**config.mk**
```make
export PLATFORM = sky130hd
export DESIGN_NAME = pci_mst_preempt
export DESIGN_NICKNAME = d
export VERILOG_FILES = /design/src/rtl/pmp_pkg.sv /design/src/rtl/pmp_lat_timer.sv /design/src/rtl/pmp_seq.sv /design/src/rtl/pmp_status.sv /design/src/rtl/pci_mst_preempt.sv
export SDC_FILE = /design/constraint.sdc
export NUM_CORES = 1
export LEC_CHECK = 0
export CAP_MARGIN = 0
export CELL_PAD_IN_SITES_DETAIL_PLACEMENT = 1
export CELL_PAD_IN_SITES_GLOBAL_PLACEMENT = 2
export CORE_MARGIN = 4
export CORE_UTILIZATION = 33
export DETAILED_ROUTE_END_ITERATION = 6
export HOLD_SLACK_MARGIN = 0.05
export PLACE_DENSITY_LB_ADDON = 0.05
export SYNTH_ARGS = -nofsm -noshare
export SYNTH_HDL_FRONTEND = slang
export SYNTH_SLANG_ARGS = --single-unit
```
**constraint.sdc**
```tcl
create_clock -name clk -period 3 [get_ports clk]
set_input_delay 0.9 -clock clk [delete_from_list [all_inputs] [get_ports clk]]
set_output_delay 0.9 -clock clk [all_outputs]
set_load 0.02 [all_outputs]
```
**src/rtl/pmp_pkg.sv**
```systemverilog
package pmp_pkg;
   typedef enum logic [2:0] {
      ST_IDLE,
      ST_WAIT,
      ST_ADDR,
      ST_DATA,
      ST_LAST,
      ST_ABT,
      ST_REL
   } pmp_state_e;
endpackage

```
**src/rtl/pmp_lat_timer.sv**
```systemverilog
module pmp_lat_timer #(
   parameter int LAT_W = 8
) (
   input  logic             clk,
   input  logic             rst_n,
   input  logic             load_i,
   input  logic [LAT_W-1:0] cfg_i,
   input  logic             own_i,
   output logic             zero_o
);
   logic [LAT_W-1:0] cnt_q;

   generate
      if (LAT_W < 1 || LAT_W > 16) begin : g_bad_lat
         $error("pmp_lat_timer: LAT_W out of range");
      end
   endgenerate

   always_ff @(posedge clk or negedge rst_n) begin
      if (!rst_n)                      cnt_q <= '0;
      else if (load_i)                 cnt_q <= cfg_i;
      else if (own_i && cnt_q != '0)   cnt_q <= cnt_q - 1'b1;
   end

   assign zero_o = (cnt_q == '0);

   AST_LAT_SATURATES: assert property (@(posedge clk) disable iff (!rst_n)
      (!load_i && zero_o) |=> zero_o);
endmodule

```
**src/rtl/pmp_seq.sv**
```systemverilog
module pmp_seq
   import pmp_pkg::*;
#(
   parameter int LEN_W = 8
) (
   input  logic             clk,
   input  logic             rst_n,
   input  logic             job_start_i,
   input  logic             job_burst_i,
   input  logic             job_ext_i,
   input  logic [LEN_W-1:0] job_len_i,
   input  logic             gnt_i,
   input  logic             trdy_i,
   input  logic             tabort_i,
   input  logic             lat_zero_i,
   output logic             req_o,
   output logic             frame_o,
   output logic             irdy_o,
   output logic             lat_load_o,
   output logic             own_o,
   output logic             abort_evt_o,
   output logic [LEN_W-1:0] beats_o
);
   localparam logic [LEN_W-1:0] ONE = LEN_W'(1);
   localparam logic [LEN_W-1:0] TWO = LEN_W'(2);

   pmp_state_e       st_q, st_d;
   logic [LEN_W-1:0] work_q, work_d;
   logic [LEN_W-1:0] beats_q, beats_d;
   logic             burst_q, burst_d;
   logic             ext_q, ext_d;
   logic             in_phase;

   assign in_phase = (st_q == ST_DATA) || (st_q == ST_LAST);

   always_comb begin
      st_d    = st_q;
      work_d  = work_q;
      beats_d = beats_q;
      burst_d = burst_q;
      ext_d   = ext_q;
      case (st_q)
         ST_IDLE: begin
            if (job_start_i && job_len_i != '0) begin
               work_d  = job_len_i;
               burst_d = job_burst_i;
               ext_d   = job_ext_i;
               beats_d = '0;
               st_d    = ST_WAIT;
            end
         end
         ST_WAIT: begin
            if (gnt_i) st_d = ST_ADDR;
         end
         ST_ADDR: begin
            st_d = (burst_q && work_q > ONE) ? ST_DATA : ST_LAST;
         end
         ST_DATA: begin
            if (tabort_i) begin
               work_d = '0;
               st_d   = ST_ABT;
            end else if (trdy_i) begin
               work_d  = work_q - ONE;
               beats_d = beats_q + ONE;
               if (work_q == TWO || (lat_zero_i && !gnt_i)) st_d = ST_LAST;
            end
         end
         ST_LAST: begin
            if (tabort_i) begin
               work_d = '0;
               st_d   = ST_IDLE;
            end else if (trdy_i) begin
               work_d  = work_q - ONE;
               beats_d = beats_q + ONE;
               st_d    = ST_REL;
            end
         end
         ST_ABT: st_d = ST_IDLE;
         ST_REL: begin
            if (work_q == '0)  st_d = ST_IDLE;
            else if (burst_q)  st_d = ST_WAIT;
            else if (gnt_i)    st_d = ST_ADDR;
            else               st_d = ST_WAIT;
         end
         default: st_d = ST_IDLE;
      endcase
   end

   always_ff @(posedge clk or negedge rst_n) begin
      if (!rst_n) begin
         st_q    <= ST_IDLE;
         work_q  <= '0;
         beats_q <= '0;
         burst_q <= 1'b0;
         ext_q   <= 1'b0;
      end else begin
         st_q    <= st_d;
         work_q  <= work_d;
         beats_q <= beats_d;
         burst_q <= burst_d;
         ext_q   <= ext_d;
      end
   end

   always_comb begin
      case (st_q)
         ST_WAIT:                    req_o = 1'b1;
         ST_ADDR, ST_DATA, ST_LAST,
         ST_ABT:                     req_o = burst_q ? (ext_q && work_q != '0) : (work_q > ONE);
         ST_REL:                     req_o = burst_q ? (ext_q && work_q != '0) : (work_q != '0);
         default:                    req_o = 1'b0;
      endcase
   end

   assign frame_o     = (st_q == ST_ADDR) || (st_q == ST_DATA);
   assign irdy_o      = in_phase || (st_q == ST_ABT);
   assign own_o       = frame_o || irdy_o;
   assign lat_load_o  = (st_q == ST_WAIT || st_q == ST_REL) && (st_d == ST_ADDR);
   assign abort_evt_o = tabort_i && in_phase;
   assign beats_o     = beats_q;

   AST_FRAME_ENDS_WITH_IRDY: assert property (@(posedge clk) disable iff (!rst_n)
      $fell(frame_o) |-> irdy_o);
   AST_IRDY_DROPS_AFTER_FRAME: assert property (@(posedge clk) disable iff (!rst_n)
      $fell(irdy_o) |-> $past(!frame_o));
   AST_ABORT_FRAME_FIRST: assert property (@(posedge clk) disable iff (!rst_n)
      abort_evt_o |=> !frame_o);
   AST_BURST_KEEPS_GOING: assert property (@(posedge clk) disable iff (!rst_n)
      (st_q == ST_DATA && !lat_zero_i && trdy_i && !tabort_i && work_q > TWO)
         |=> (st_q == ST_DATA));
   AST_IDLE_NO_REQ: assert property (@(posedge clk) disable iff (!rst_n)
      (st_q == ST_IDLE) |-> (!req_o && !frame_o && !irdy_o));
endmodule

```
**src/rtl/pmp_status.sv**
```systemverilog
module pmp_status #(
   parameter bit IRQ_ACTIVE_LOW = 1'b1
) (
   input  logic       clk,
   input  logic       rst_n,
   input  logic       abort_evt_i,
   input  logic [1:0] clr_i,
   input  logic       int_en_i,
   output logic       rx_tabort_o,
   output logic       sys_int_o,
   output logic       irq_o
);
   logic rx_q, sys_q, irq_act;

   always_ff @(posedge clk or negedge rst_n) begin
      if (!rst_n) begin
         rx_q  <= 1'b0;
         sys_q <= 1'b0;
      end else begin
         rx_q  <= abort_evt_i || (rx_q  && !clr_i[0]);
         sys_q <= abort_evt_i || (sys_q && !clr_i[1]);
      end
   end

   assign irq_act     = sys_q && int_en_i;
   assign rx_tabort_o = rx_q;
   assign sys_int_o   = sys_q;

   generate
      if (IRQ_ACTIVE_LOW) begin : g_irq_low
         assign irq_o = ~irq_act;
      end else begin : g_irq_high
         assign irq_o = irq_act;
      end
   endgenerate

   AST_INT_NEEDS_ABORT: assert property (@(posedge clk) disable iff (!rst_n)
      $rose(sys_q) |-> $past(abort_evt_i));
   AST_IRQ_GATED: assert property (@(posedge clk) disable iff (!rst_n)
      !int_en_i |-> (irq_o == IRQ_ACTIVE_LOW));
endmodule

```
**src/rtl/pci_mst_preempt.sv**
```systemverilog
module pci_mst_preempt #(
   parameter int LEN_W = 8,
   parameter int LAT_W = 8
) (
   input  logic             clk,
   input  logic             rst_n,
   input  logic             job_start_i,
   input  logic             job_burst_i,
   input  logic             job_ext_i,
   input  logic [LEN_W-1:0] job_len_i,
   input  logic [LAT_W-1:0] lat_cfg_i,
   input  logic             gnt_i,
   input  logic             trdy_i,
   input  logic             tabort_i,
   input  logic             int_en_i,
   input  logic [1:0]       flag_clr_i,
   output logic             req_o,
   output logic             frame_o,
   output logic             irdy_o,
   output logic [LEN_W-1:0] beats_o,
   output logic             rx_tabort_o,
   output logic             sys_int_o,
   output logic             irq_n_o
);
   generate
      if (LEN_W < 2 || LEN_W > 16) begin : g_bad_len
         $error("pci_mst_preempt: LEN_W out of range");
      end
   endgenerate

   logic lat_load, lat_zero, own, abort_evt;

   pmp_seq #(.LEN_W(LEN_W)) u_seq (
      .clk         (clk),
      .rst_n       (rst_n),
      .job_start_i (job_start_i),
      .job_burst_i (job_burst_i),
      .job_ext_i   (job_ext_i),
      .job_len_i   (job_len_i),
      .gnt_i       (gnt_i),
      .trdy_i      (trdy_i),
      .tabort_i    (tabort_i),
      .lat_zero_i  (lat_zero),
      .req_o       (req_o),
      .frame_o     (frame_o),
      .irdy_o      (irdy_o),
      .lat_load_o  (lat_load),
      .own_o       (own),
      .abort_evt_o (abort_evt),
      .beats_o     (beats_o)
   );

   pmp_lat_timer #(.LAT_W(LAT_W)) u_lat (
      .clk    (clk),
      .rst_n  (rst_n),
      .load_i (lat_load),
      .cfg_i  (lat_cfg_i),
      .own_i  (own),
      .zero_o (lat_zero)
   );

   pmp_status #(.IRQ_ACTIVE_LOW(1'b1)) u_stat (
      .clk         (clk),
      .rst_n       (rst_n),
      .abort_evt_i (abort_evt),
      .clr_i       (flag_clr_i),
      .int_en_i    (int_en_i),
      .rx_tabort_o (rx_tabort_o),
      .sys_int_o   (sys_int_o),
      .irq_o       (irq_n_o)
   );
endmodule

```
Word-level counts from Yosys, hierarchy flattened
Cells that the tools add are included.
Widths: inputs -> output; s select.

storage, ports and cells
  bits in registers = 31
  input bits = 27
  output and inout port bits = 14
  word-level logic and storage cells = 84

cells by class
  add/subtract/negate cells = 3
  magnitude comparators = 1
  equality and inequality tests = 12
  muxes and demuxes = 25
  bitwise gates (word level) = 1
  reductions and logical operators = 34

operator list
  kind                 count
  $mux 8               8
  $pmux 8 s2           2
  $mux 3               10
  $reduce_bool 8->1    3
  $pmux 3 s6           1
  $logic_not 8->1      2
  $sub 8x1->8 const B  2
  $logic_and 1x1->1    10
  $eq 3x2->1 const B   3
  $eq 3x3->1 const B   3
  $add 8x1->8 const B  1
  $eq 8x2->1 const B   1
  $gt 8x1->1 const B   1
  $logic_or 1x1->1     8
  $ne 2x1->1 const B   2
  $reduce_and 4->1     1
  $reduce_bool 2->1    2
  $reduce_or 4->1      1
  $eq 3x1->1 const B   1
  $logic_not 1->1      3
  $logic_not 3->1      1
  $ne 3x1->1 const B   1
  $pmux 1 s3           1
  $reduce_and 3->1     1
  6 further kinds      7

Logic depth before layout (Yosys ltp)
Gate-level depths: netlist of run 1.

  word-level depth = 10
  mapped depth = 7
  depth with buffers taken out = 7

Cells and area by module
Synthesis of run 1 repeated with hierarchy kept, for this count alone.

second synthesis, totals
  cell total of the unflattened synthesis = 227
  area total of the unflattened synthesis = 2109.5 um2

modules (own cells, without submodules)
  module         instances  cells an instance  area an instance (um2)  seq. area each (um2)
  pmp_seq        1          162                1505.2                  525.5
  pmp_lat_timer  1          58                 528.0                   200.2
  pmp_status     1          7                  76.3                    50.0

Worst setup path before layout of run 1
Ideal clock, no wire load.

  path type = register -> output
  from = register u_seq.work_q[0]
  to = output port req_o
  arrival time = 1459 ps
  required time = 2100 ps
  setup slack = 641 ps
  stages on the path, launching flop included = 6
  buffers on the path = 0
  path through = dfrtp_1 > inv_1 > ha_1 > a31oi_1 > nor2_1 > a21oi_1

between the ends
  word-level cells in the longest chain between the ends = 4
  elaborated cells on any way between the ends = 6
  those cells by class = order compare: 1; mux: 3; reduce/logical: 2

ends and longest elaborated chain
  item                                                line                   source
  start: declaration                                  pmp_seq.sv:28          logic [LEN_W-1:0] work_q, work_d;
  start signal: assignment                            pmp_seq.sv:98          work_q <= work_d;
  branches (longest 3 deep; another with $gt 8x1->1)  n/a
  $pmux 1 s3 *                                        pmp_seq.sv:106         case (st_q)
  end: declaration                                    pci_mst_preempt.sv:17  output logic req_o,

Every way passes the cells marked *.

Final worst setup path of run 1
  from = input port int_en_i
  to = output port irq_n_o

between the ends
  word-level cells in the longest chain between the ends = 2

ends and longest elaborated chain
  item                line                   source
  start: declaration  pci_mst_preempt.sv:15  input logic int_en_i,
  $logic_and 1x1->1   pmp_status.sv:25       assign irq_act = sys_q && int_en_i;
  $not 1->1           pmp_status.sv:31       assign irq_o = ~irq_act;
  end: declaration    pci_mst_preempt.sv:23  output logic irq_n_o

Every way passes these cells.

==> results of run 1 <==
==> per-stage QoR <==
step                hold WS, ns  power, mW
detailed placement        0.524       1.98
CTS                       0.537       2.35
global placement          0.497       1.97
global route              0.558       2.53
floorplan                 0.482       1.55
finish                    0.525       2.32
==> worst max-delay path, cell delays in order <==
cell,delay (ns)
clkdlybuf4s50_1,0.39
nand2_1,0.06
clkdlybuf4s50_1,0.60
==> repair_timing <==
| action | in CTS | in global routing |
|---|---|---|
| hold endpoints to repair | 0 | 0 |
| pin swaps | 0 | 1 |
| gates resized for setup | 1 | 2 |
| endpoints found under the setup margin | 1 | 1 |
| buffers inserted | 0 | 1 |
==> area by class of cell <==
| class | count | share of cell area |
|---|---|---|
| Sequential cell | 31 | 0.298 |
| Clock buffer | 8 | 0.0384 |
| Inverter | 15 | 0.0216 |
| Tap cell | 72 | 0.0346 |
| Timing Repair Buffer | 55 | 0.195 |
| Multi-Input combinational cell | 160 | 0.412 |
==> worst max path at each step <==
stage	startpoint	to	slack, ns	depth (start not counted)
2_1_floorplan	u_seq.work_q[0]$_DFFE_PN0P_	req_o	0.64	5
3_3_place_gp	u_seq.work_q[0]$_DFFE_PN0P_	req_o	0.15	6
3_5_place_dp	u_seq.work_q[0]$_DFFE_PN0P_	req_o	0.11	6
4_1_cts	u_seq.work_q[0]$_DFFE_PN0P_	req_o	0.06	6
5_1_grt	u_seq.st_q[2]$_DFF_PN0_	irdy_o	0.08	3
6_report	int_en_i	irq_n_o	0.15	3
==> state kept, by name, summed over array words and instances, names as in the netlist <==
signal and cells:
u_seq.work_q 8, u_seq.st_q 3, u_seq.burst_q 1, u_lat.cnt_q 8
u_seq.beats_o 8, u_seq.ext_q 1, u_stat.sys_int_o 1, u_stat.rx_tabort_o 1
==> cells in the mapped netlist, drive strengths merged <==
library cell  count  share of area
inv              15          0.029
a32oi             1         0.0045
nand3b            2         0.0077
o21ai            17          0.046
o32ai             1         0.0045
a31o              1         0.0045
a21o              1         0.0038
dfrtp            31           0.40
nor2             21          0.040
nor3b             1         0.0064
a21boi            2          0.015
a21oi            15          0.038
or4               3          0.013
o211ai            4          0.015
nand3             4          0.010
nor4              8          0.033
a2111oi           1         0.0045
o311ai            1         0.0045
mux2              2          0.012
a211oi            1         0.0038
o21a              1         0.0038
or3b              2          0.010
buf               6          0.024
xnor2             7          0.031
a22oi             2          0.010
a221oi            1         0.0045
a22o              2         0.0090
nor3              7          0.018
a31oi             6          0.019
o31ai             1         0.0038
xor2              5          0.022
or3               1         0.0032
ha                6          0.038
and3              2         0.0064
nand2            14          0.028
nand4             4          0.013
and3b             2         0.0090
o22ai             3         0.0096
nor2b             2         0.0064
nor4b             4          0.026
a221o             1         0.0051
a41oi             1         0.0045
==> power by group through the flow <==
stage | Clock, mW | Combinational (mW) | Sequential (mW)
2_1_floorplan | 0 | 0.811 | 0.735
3_3_place_gp | 0 | 1.18 | 0.786
3_5_place_dp | 0 | 1.19 | 0.788
4_1_cts | 0.382 | 1.19 | 0.782
5_1_grt | 0.407 | 1.32 | 0.808
6_report | 0.365 | 1.17 | 0.786
==> layer usage <==
layer	global-route usage	share of wire
met5	0	0
met4	0.0388	0.010
met3	0.0379	0.036
met2	0.257	0.47
met1	0.209	0.49
==> cell families (layout without fill, tap and decap cells) <==
| logic type | after synthesis | count (layout) |
|---|---|---|
| compound gates | 63 | 63 |
| xor+xnor | 12 | 12 |
| fa+ha+maj | 6 | 6 |
| buf+inv | 21 | 78 |
| flops | 31 | 31 |
| mux | 2 | 2 |
| simple gates | 77 | 77 |
==> summary.md, run 1 <==
| Metric | Value |
|---|---|
| Outcome | complete, no violations |
| I/O Buffers | 40 |
| Final core area utilization | 0.464 |
| Switching share of power | 0.431 |
| Clock Latency Late Sink | 0.28 ns |
| Clock Power Share | 0.157 |
| Final Hold Vio Count | 0 |
| Relative slew slack | 0.663 |
| Fin Clk Skew | around 0.0055 ns |
| Final Instance Area | 2600 sq um |
| CTS clk-pin slew, worst paths | 0.06 ns |
| Mapped Cells | 212 |
| Crit Reg-Reg Startpoint | u_lat.cnt_q[0]$_DFFE_PN0P_ |
| CP Max Fanout | 1 |
| Drt first pass iters | 4 |
| Worst hold start | u_seq.ext_q$_DFFE_PN0P_ |
| Mapped Nets | 245 |
| Setup TNS | 0 ns |
| Synth Area in Adders | 0.0385 |
| Yosys reg bits | 31 |
| Worst Hold Depth | 1 |
| H-tree levels | 2 |
| Vias in the first global route | 1894 |
| WP data arrival | 1.95 ns |
| Final Cycle Share | 0.950 |
| Gr usage total | 0.157 |
| CTS Hold Bufs | 0 |
| Fin crit period | approximately 2.8 ns |
| Wire length per cell | 15.9 um |
| Net Sw Power | 1.00 mW |
| IO Pins | roughly 40 |
| Placed cell count | 332 |
| Slew @ Worst Pin | 0.500 ns |
| CTS Buf Count | 5 |
| Most common cell after layout, fill and taps aside | clkdlybuf4s50_1 |
| Worst hold path type | reg -> reg |
| Setup slack, reg-to-reg | 0.90 ns |
| Syn_area_per_cell | 9.21 sq um |
| Area Overhead vs Synth | 33.4% |
| Simple-Gate Fraction of Synth Area | 0.231 |
| Data required, critical path | 2.10 ns |
| Die Y | 84.9 um |
| RD Place Congestion | 0.838 |
| Remaining DRCs | 0 |
| Core Region | 5610 sq um |
| DP Worst Slack | approximately 0.11 ns |
| YS warnings | 0 |
| Sequential power share | 0.338 |
| Comb pwr share | 0.505 |
| Yosys cell types | 53 |
| Share of layout cells above drive strength 1 | 0.138 |
| Total Die Area | 7210 sq um |
| Synth Area in Compound Gates | 0.215 |
| Worst Hold Path EP | u_seq.ext_q$_DFFE_PN0P_ |
| Type of the worst setup path | in -> out |
| TritonCTS clock tree | yes |
| Initial DRC count | 60 |
| Multiplexer area fraction after synthesis | 0.0115 |
| Placement Cell Area | 2500 sq um |
| Die W | 84.9 um |
| Largest net degree at the start of global routing | 32 |
| Most frequent cells in the layout | clkdlybuf4s50_1 (39), dfrtp_1 (31), nor2_1 (21) |
| GR Overflow Total | 0 |
| PwrDens | roughly 900 nW/um^2 |
| Final setup viols | 0 |
| Max-cap violation count | 0 |
| Multi-input logic area | about 1100 sq um |
| Max IR drop VDD | 0.433 mV |
| Post-route ant nets | 0 |
| Xor-xnor portion of the synthesized cell area | 0.0538 |
| Worst-case clock buffer depth | 2 |
| Main combinational cell family by area after synthesis | simple AND/OR/NAND/NOR gates |
| Drt via density | about 5.4 |
| HPWL after DPL | 4.19 mm |
| Internal power | 1.32 mW |
| Leak Pwr | approximately 1.1 nW |
| Element type at the critical path end | primary output |
| Initial antenna violation count | 0 |
| Startpoint Class | input port |
| Fin worst setup slack | 0.151 ns |
| Reg2reg path depth | 7 |
| Final Max Tran Viols | 0 |
| ANT cells | 0 |
| Sequential area share after synthesis | 0.397 |
| Worst R2R End | u_seq.st_q[2]$_DFF_PN0_ |
| Highest clock rate | 351 MHz |
| RSZ-0062 raised after global routing | false |
| Register area | 776 sq um |
| Num rows | 27 |
| Routed via count | 1835 |
| Initial Util | 0.348 |
| Clock Root Buffer | clkbuf_8 |
| Final cell count without fillers | 341 |
| Filler cells | 680 |
| Final WL | approximately 5.4 mm |
| Global-route wire length before repair | 9.21 mm |
| Nets | 301 |
| Sink Count | 31 |
| Netlist Area Pre-Place | 1950 sq um |
(Power assumes the default switching activity.)
==> inputs of run 2 (changes only) <==
Settings changed: CORE_UTILIZATION 33 to 28, CTS_CLUSTER_DIAMETER from default to 120.
Clock period 3 ns to 2.35 ns, I/O delays scaled along.
==> run 2 against run 1 <==
Critical path type is now reg -> out. Critical path depth grew 2. Worst hold slack improved by 0.017 ns. Clock skew fell by 0.0017 ns. Largest cell class unchanged. The flow now finishes with violations (setup timing).
==> summary.md, run 2 (synthesized netlist as in run 1, its figures left out) <==
| Metric | Value |
|---|---|
| GR Overflow Total | 0 |
| Fin crit period | roughly 2.4 ns |
| Leak Pwr | 1.25 nW |
| Share of layout cells above drive strength 1 | 0.243 |
| Remaining DRCs | 0 |
| IO Pins | 41 |
| Placed cell count | around 390 |
| Gr usage total | 0.154 |
| CTS Hold Bufs | 0 |
| Area Overhead vs Synth | 49.8% |
| Worst-path cell chain | nor4_4 > o211ai_1 > o21ai_1 > a21oi_1 > buf_2 |
| Multi-input logic area | 1090 sq um |
| CP Max Fanout | 4 |
| Data required, critical path | 1.64 ns |
| Register area | ~780 sq um |
| Final Hold Vio Count | 0 |
| Drt first pass iters | 4 |
| CP peak stage delay | 0.42 ns |
| Initial antenna violation count | 0 |
| TritonCTS clock tree | yes |
| Core Region | 6790 sq um |
| RSZ-0062 raised after global routing | true |
| Global-route wire length before repair | ~10 mm |
| Final WL | around 6 mm |
| Post-route ant nets | 0 |
| Final Instance Area | ~3000 sq um |
| Fin Clk Skew | 0.00374 ns |
| Element type at the critical path end | primary output |
| Worst Hold Path EP | u_stat.rx_tabort_o$_DFF_PN0_ |
| Outcome | complete, but fails checks |
| Most common cell after layout, fill and taps aside | buf_4 |
| Clock Root Buffer | clkbuf_8 |
| Final core area utilization | 0.430 |
| Num rows | 30 |
| Die W | 91.5 um |
| RD Place Congestion | 0.774 |
| Worst Hold Depth | 2 |
| CP max stage cell | nor4_4 |
| DP Worst Slack | -0.179 ns |
| Bufs and invs on worst path | 1 |
| Filler cells | 800 |
| Crit Reg-Reg Startpoint | u_lat.cnt_q[0]$_DFFE_PN0P_ |
| Max-cap violation count | 0 |
| Worst R2R End | u_seq.st_q[2]$_DFF_PN0_ |
| Total Die Area | roughly 8400 sq um |
| Hold Slack | 0.542 ns |
| Worst hold start | u_stat.rx_tabort_o$_DFF_PN0_ |
| Setup slack, reg-to-reg | about 0.21 ns |
| Final setup viols | 1 |
| Final Max Tran Viols | 0 |
| WP data arrival | around 1.7 ns |
| Routed via count | 1952 |
| PwrDens | 1180 nW/um^2 |
| Nets | 336 |
| H-tree levels | 2 |
| Largest net degree at the start of global routing | 32 |
| HPWL after DPL | 4.63 mm |
| Highest clock rate | 412 MHz |
| Placement Cell Area | between 2000 and 3000 sq um |
| Reg2reg path depth | 7 |
| Vias in the first global route | about 2.1k |
| Fin worst setup slack | -0.0786 ns |
| Failing checks | setup timing |
| Initial DRC count | 86 |
| Final cell count without fillers | 400 |
| CTS Buf Count | 5 |
| Type of the worst setup path | reg -> out |
| I/O Buffers | 40 |
| Initial Util | 0.287 |
| Most frequent cells in the layout | buf_4 (50), clkdlybuf4s50_1 (36), dfrtp_1 (31), nor2_1 (21) |
| Die Y | between 90 and 100 um |
| Wire length per cell | 14.9 um |
| Drt via density | ~5 |
| Final Cycle Share | 1.03 |
| Worst-case clock buffer depth | 2 |
| Clock Latency Late Sink | ~0.29 ns |
| Slew @ Worst Pin | 0.491 ns |
| Sink Count | 31 |
| Worst hold path type | reg -> reg |
| Startpoint Class | flip-flop |
| Relative slew slack | 0.669 |
| Critical path's top delay family | compound AO/OA/AOI/OAI gates |
| ANT cells | 0 |
| CTS clk-pin slew, worst paths | 0.07 ns |
| Max IR drop VDD | roughly 0.42 mV |
## run 2: area by class of cell
class / count / area share
Clock buffer: 6 / 0.0282
Inverter: 15 / 0.0193
Tap cell: 96 / 0.0411
Sequential cell: 31 / 0.265
Timing Repair Buffer: 90 / 0.263
Clock inverter: 2 / 0.0120
Multi-Input combinational cell: 160 / 0.371
## run 2: layer usage
metal	track usage	up-vias	wire length [um]
met5	0	-	0
met4	0.0490	0	76
met3	0.0307	6	226
met2	0.236	38	2710
met1	0.216	943	2970
li1	-	965	-
## run 2: how the worst max path moves through the flow
stage | startpoint | end | slack (ns) | depth (start not counted)
2_1_floorplan | u_seq.work_q[0]$_DFFE_PN0P_ | req_o | 0.19 | 5
3_3_place_gp | u_seq.work_q[7]$_DFFE_PN0P_ | req_o | -0.14 | 5
3_5_place_dp | u_seq.work_q[7]$_DFFE_PN0P_ | req_o | -0.18 | 5
4_1_cts | u_seq.work_q[5]$_DFFE_PN0P_ | req_o | -0.10 | 5
5_1_grt | u_seq.work_q[7]$_DFFE_PN0P_ | req_o | -0.17 | 5
6_report | u_seq.work_q[7]$_DFFE_PN0P_ | req_o | -0.08 | 5
## run 2: per-stage QoR
step | total power [mW] | TNS [ns]
2_1_floorplan | 1.97 | 0
3_3_place_gp | 2.86 | -1.31
3_5_place_dp | 2.88 | -1.23
4_1_cts | 3.46 | -0.101
5_1_grt | 3.75 | -0.167
6_report | 3.44 | -0.0786
## run 2: worst register-to-register path: cells and delay by family, from the launching register on
kind	cells	cell delay [ns]
flip-flops	1	0.42
AO/OA/AOI/OAI	3	0.51
AND/OR/NAND/NOR	2	0.84
adder cells (fa/ha/maj)	1	0.19
buffers and inverters	1	0.13
## run 2: repair_timing
item,4_1_cts,5_1_grt
gates resized for setup,9,2
pin swaps,4,2
buffers inserted,0,1
setup endpoints to repair,4,3
## run 2: report_power, final
| part | switching [mW] | total, mW | internal, mW |
|---|---|---|---|
| registers | 0.199 | 0.934 | 0.736 |
| clock network | 0.231 | 0.574 | 0.343 |
| logic | 0.974 | 1.93 | 0.957 |
